[src/rtl/fir_tpose.sv]
module fir_tpose #(
  parameter int TAPS     = 4,
  parameter int X_W      = 8,
  parameter int X_FRAC   = 0,
  parameter int C_W      = 8,
  parameter int C_FRAC   = 6,
  parameter int SRC_FRAC = 16,
  parameter int O_W      = 10,
  parameter int O_FRAC   = 2,
  parameter int LAT      = 3,
  parameter logic [TAPS*32-1:0] COEFS = {32'sd163840, -32'sd33280, 32'sd19968, 32'sd49152}
) (
  input  logic                  clk,
  input  logic                  rst,
  input  logic                  en,
  input  logic signed [X_W-1:0] din,
  output logic signed [O_W-1:0] dout
);
  localparam int PW = X_W + C_W;
  localparam int SH = X_FRAC + C_FRAC - O_FRAC;
  localparam int SW = ((O_W + SH > PW) ? O_W + SH : PW) + 1;
  localparam int RS = SRC_FRAC - C_FRAC;

  if (LAT < 1) begin : g_bad_lat
    $error("fir_tpose: LAT must be at least 1");
  end
  if (SH < 0) begin : g_bad_fmt
    $error("fir_tpose: output has more fractional bits than the product");
  end
  if (RS < 1) begin : g_bad_src
    $error("fir_tpose: SRC_FRAC must exceed C_FRAC");
  end

  logic signed [PW-1:0]  prod  [TAPS];
  logic signed [O_W-1:0] chain [TAPS];

  for (genvar k = 0; k < TAPS; k++) begin : g_tap
    localparam logic signed [31:0] RAW = COEFS[k*32 +: 32];
    localparam logic signed [31:0] RND = (RAW + (32'sd1 <<< (RS - 1))) >>> RS;
    localparam logic signed [C_W-1:0] CF = RND[C_W-1:0];
    assign prod[k] = PW'(din) * PW'(CF);
  end

  function automatic logic signed [O_W-1:0] quant(input logic signed [O_W-1:0] acc,
                                                  input logic signed [PW-1:0] p);
    logic signed [SW-1:0] s;
    s = (SW'(acc) <<< SH) + SW'(p);
    s = s >>> SH;
    return s[O_W-1:0];
  endfunction

  always_ff @(posedge clk) begin
    if (rst) begin
      for (int i = 0; i < TAPS; i++) chain[i] <= '0;
    end else if (en) begin
      chain[0] <= quant('0, prod[TAPS-1]);
      for (int i = 1; i < TAPS; i++) chain[i] <= quant(chain[i-1], prod[TAPS-1-i]);
    end
  end

  if (LAT == 1) begin : g_direct
    assign dout = chain[TAPS-1];
  end else begin : g_delay
    logic signed [O_W-1:0] dly [LAT-1];
    always_ff @(posedge clk) begin
      if (rst) begin
        for (int i = 0; i < LAT - 1; i++) dly[i] <= '0;
      end else if (en) begin
        dly[0] <= chain[TAPS-1];
        for (int i = 1; i < LAT - 1; i++) dly[i] <= dly[i-1];
      end
    end
    assign dout = dly[LAT-2];
  end
endmodule


[config.mk]
export PLATFORM = sky130hd
export DESIGN_NAME = fir_tpose
export DESIGN_NICKNAME = d
export VERILOG_FILES = /design/src/rtl/fir_tpose.sv
export SDC_FILE = /design/constraint.sdc
export NUM_CORES = 1
export LEC_CHECK = 0
export BUFFER_PORTS_ARGS = -buffer_cell sky130_fd_sc_hd__buf_2
export CORE_ASPECT_RATIO = 0.8
export CORE_MARGIN = 2
export CORE_UTILIZATION = 35
export CTS_CLUSTER_SIZE = 16
export DETAILED_ROUTE_END_ITERATION = 8
export PLACE_DENSITY = 0.55
export SLEW_MARGIN = 20
export SYNTH_ARGS = -nofsm -noshare
export SYNTH_HDL_FRONTEND = slang
export SYNTH_SLANG_ARGS = --single-unit
[constraint.sdc]
create_clock -name clk -period 4.75 [get_ports clk]
set_input_delay 0.475 -clock clk [delete_from_list [all_inputs] [get_ports clk]]
set_output_delay 0.475 -clock clk [all_outputs]
set_load 0.05 [all_outputs]
== Yosys cells after proc, flatten, opt, wreduce, memory -nomap -nowiden ==
Memory sizes are Yosys's and may differ from the RTL's.
Index checks and enable logic that the tools add are counted.
Cells by class
  multiply operators: 3
  bitwise gates (word level): 6
  muxes and demuxes: 11
  add/sub/neg operators: 4
Operators with widths (count)
  $mux W10: 6
  $add A14 B14 Y14: 3
  $mul A8 B4 Y12 const B: 1
  $mul A8 B3 Y10 const B: 1
  $mul A8 B3 Y9 const B: 1
  $neg A8 Y9: 1
  $or A1 B1 Y1: 6
  $mux W1: 5
Word-level totals
  memory bits (writable): 60
  output and inout bits: 10
  input bits: 11
  bits in registers: 0
  memories: 2
  logic and storage cells: 26
Memory list
  chain: depth 4, bits a word 10, rd ports 4, clocked after Yosys merged registers in 0, wr ports 4, line 35  | logic signed [O_W-1:0] chain [TAPS];
  g_delay.dly: depth 2, bits a word 10, rd ports 2, clocked after Yosys merged registers in 0, wr ports 2, line 64  | logic signed [O_W-1:0] dly [LAT-1];

== Depth between registers and ports, before layout ==
  depth after elaboration: 4
  depth in mapped cells: 16
  gate-level depth less buffers: 16

== Least setup slack after synthesis ==
No wires, ideal clock.
  kind: in2reg
  from: input din[1]
  to: memory chain[2][9], in the netlist chain[0][29], data pin
  stages on the path: 16
  setup time: 0.140 ns
  buffers on the path: 0
  setup slack: 1.372 ns
  data required time: 4.610 ns
  data arrival time: 3.239 ns
  cells stage by stage: inv_1 -> ha_1 -> inv_1 -> ha_1 -> inv_1 -> fa_1 -> nor2b_1 -> o31a_1 -> o31a_2 -> a21oi_1 -> ha_1 -> or3_4 -> o21bai_1 -> a31oi_2 -> xnor3_1 -> nor2_1
RTL lines
  from (decl): line 16  | input logic signed [X_W-1:0] din,
  to (decl): line 35

==> summary.txt <==
layout cells sized above 1: 10.7%
unrepaired setup endpoints after global routing: no
type of origin of the critical path: input pin
Slew HR: 49.6%
GRT Total Usage: 13.4%
setup slack, reg-to-reg: 2470 ps
Crit Path Max Fanout: 6
CP endpoint: chain[0][29]
IO Pins: 21
Max stage delay on crit path: 380 ps
Syn Area/Cell: 11.0 um2
WP data required: 4950 ps
critical path's slowest cell: ha_1
initial antenna violation count: 0
Achievable Freq: 285 MHz
DR vias: 2891
Post-Syn Nets: 491
final WL: 8620 um
outcome: completed
total negative slack: 0 ps
drt pass-1 iters: 4
Hold Vio Cnt, Final: 0
type of the worst min-delay path: reg -> reg
clock root cell: clkbuf_16
Die W: 130 um
GP Congestion: 0.827
Setup Skew: 6.09 ps
reg2reg start: chain[0][11]
die area: 13500 um2
ys flop type: edfxtp_1
Max VDD drop: 242 uV
post-route cell area: 4980 um2
synth warn: 0
Post-synth EDFFs: 57
vias in the first global route: 2756
Pwr Density: 395 nW/um2
Pleak: 0.00225 uW
# Post-CTS Setup Buffers: 0
CTS H-tree depth: 3
drt drc: 0
Reg2Reg Depth: 7
Cell Area, Synth: 4410 um2
Setup crit start: din[2]
Nets: 506
hold_ws: 511 ps
Synth top area share: 38.8%
floorplan row count: 36
CP arrival: 3700 ps
layout overhead on the synthesized area: 12.9%
Clock Path Buffers: 2
Core Area: 12300 um2
CTS Buf Count: 9
HPWL Detailed: 6570 um
Synth Instances: 402
post-synthesis sequential area ratio: 38.8%
most frequent cell on the critical path: ha_1
die height: 104 um
clock tree sinks: 57
# port buffers: 20
crit path kind: in -> reg
# hold bufs at CTS: 0
min cycle time layout: 3510 ps
DRT antenna net count: 0
initial cell density of the core: 36.0%
worst slew pin tran: 753 ps
DR vias/cell: 4.88
# resized after CTS: 0
DR WL/cell: 14.5 um
Max Cap Viol: 0
commonest non-fill, non-tap cell in the layout: ha_1
CTS tree: done
gr ovfl total: 0
maximum number of pins on one net before global-route repair: 45
initial DRC count: 166
CP endpoint kind: register
crit-path cells: buf_2 -> inv_1 -> ha_1 -> inv_1 -> ha_1 -> a21o_1 -> a21oi_1 -> o21ai_0 -> nor2_1 -> xnor2_1 -> ha_1 -> or3_4 -> o21bai_1 -> a31oi_2 -> xnor3_1 -> nor2_1
RR Endpoint: chain[0][29]
commonest cells after routing, fill and taps aside: ha_1, edfxtp_1, and2_1, xnor2_1, nor2_1
worst-skew pair later-pin latency: 330 ps
synth top area cells: edfxtp_1, ha_1, xnor2_1, and2_1, fa_1
first-pass GRT wire length: 13800 um
period utilization: 73.9%
fin. max-slew vios: 0
top cell type by total area after synthesis: edfxtp_1
Setup Viol. Count Final: 0
dpl cell area: 4640 um2
Distinct cells, synth: 46
Final Power: 1970 uW
# diodes: 0
ys async rst share: 0%
#FFs+latches synth: 57
Reg clk slew, reported paths: 60 ps
Util after Layout: 40.6%
power breakdown:
part | leakage (uW) | total [uW] | internal, uW | switching (uW)
Sequential | 0.000627 | 646 | 627 | 18.8
Combinational | 0.00146 | 579 | 249 | 329
Clock | 0.000160 | 741 | 509 | 232
state kept, by name (all words and copies together) (netlist names):
| signal | count |
|---|---|
| g_delay.dly | 20 |
| chain | 37 |
per-stage QoR:
step	worst slack, ps	cells
after global routing	997	593
after detailed placement	926	577
after CTS	1260	593
final	1240	593
after floorplan	1370	402
after global placement	1060	577
logic make-up (layout without fill, tap and decap cells):
| logic type | count (synthesis) | after routing | synth area share [%] |
|---|---|---|---|
| and+or+nand+nor | 106 | 106 | 13.2 |
| AOI/OAI and AO/OA | 84 | 84 | 12.7 |
| adders and majority gates | 78 | 78 | 23.1 |
| DFF | 57 | 57 | 38.8 |
| buffers and inverters | 39 | 59 | 4.17 |
| xor gates and xnor gates | 34 | 34 | 7.06 |
| muxes | 4 | 4 | 0.908 |
Yosys cell counts (2+ instances only):
cell / n
a31oi_1: 3
mux2i_1: 4
a21o_1: 15
buf_1: 2
or4b_2: 2
ha_1: 72
inv_1: 20
fa_1: 6
nand2b_1: 8
nor3_1: 4
a21oi_1: 21
nand4_1: 2
nand2_1: 9
or3_1: 6
nor2_1: 26
nand3_1: 8
nand4b_1: 2
o21ai_0: 18
a211o_1: 2
nor3b_1: 2
buf_4: 10
clkbuf_1: 7
nor2b_1: 4
o21bai_1: 4
xnor2_1: 26
a211oi_1: 6
and2_1: 30
xor2_1: 7
o311ai_0: 2
o21a_1: 2
edfxtp_1: 57
how the worst min path moves through the flow:
stage,from,end,slack [ps],cells after the start
after floorplan,chain[0][30],g_delay.dly[0][0],500,1
after global placement,chain[0][37],g_delay.dly[0][7],500,1
after detailed placement,g_delay.dly[0][5],g_delay.dly[0][15],500,1
after CTS,chain[0][38],g_delay.dly[0][8],510,1
after global routing,chain[0][33],g_delay.dly[0][3],520,1
final,chain[0][33],g_delay.dly[0][3],510,1
layer usage:
metal	global-route usage, %	vias to the layer above	part of all wire [%]
li1	-	1478	-
met1	18.5	1364	52
met2	20.6	41	44
met3	3.76	8	3.4
met4	3.23	0	0.96
met5	0	-	0
worst max-delay path: cells and delay by family:
family | cells | cell delay (ps)
AO/OA/AOI/OAI | 5 | 1010
adder cells (fa/ha/maj) | 3 | 870
AND/OR/NAND/NOR | 3 | 580
XOR/XNOR | 2 | 440
buffers and inverters | 3 | 330
final cells by class:
cell class              instances  area (um2)
clock buffers                  10         229
clock inverters                 6         106
fillers                      1218        7270
inverters                      20        75.1
multi-input cells             306        2520
flip-flops and latches         57        1710
well taps                     171         214
repair buffers                 23         123
Note: power is estimated with default switching activity, not from simulation.
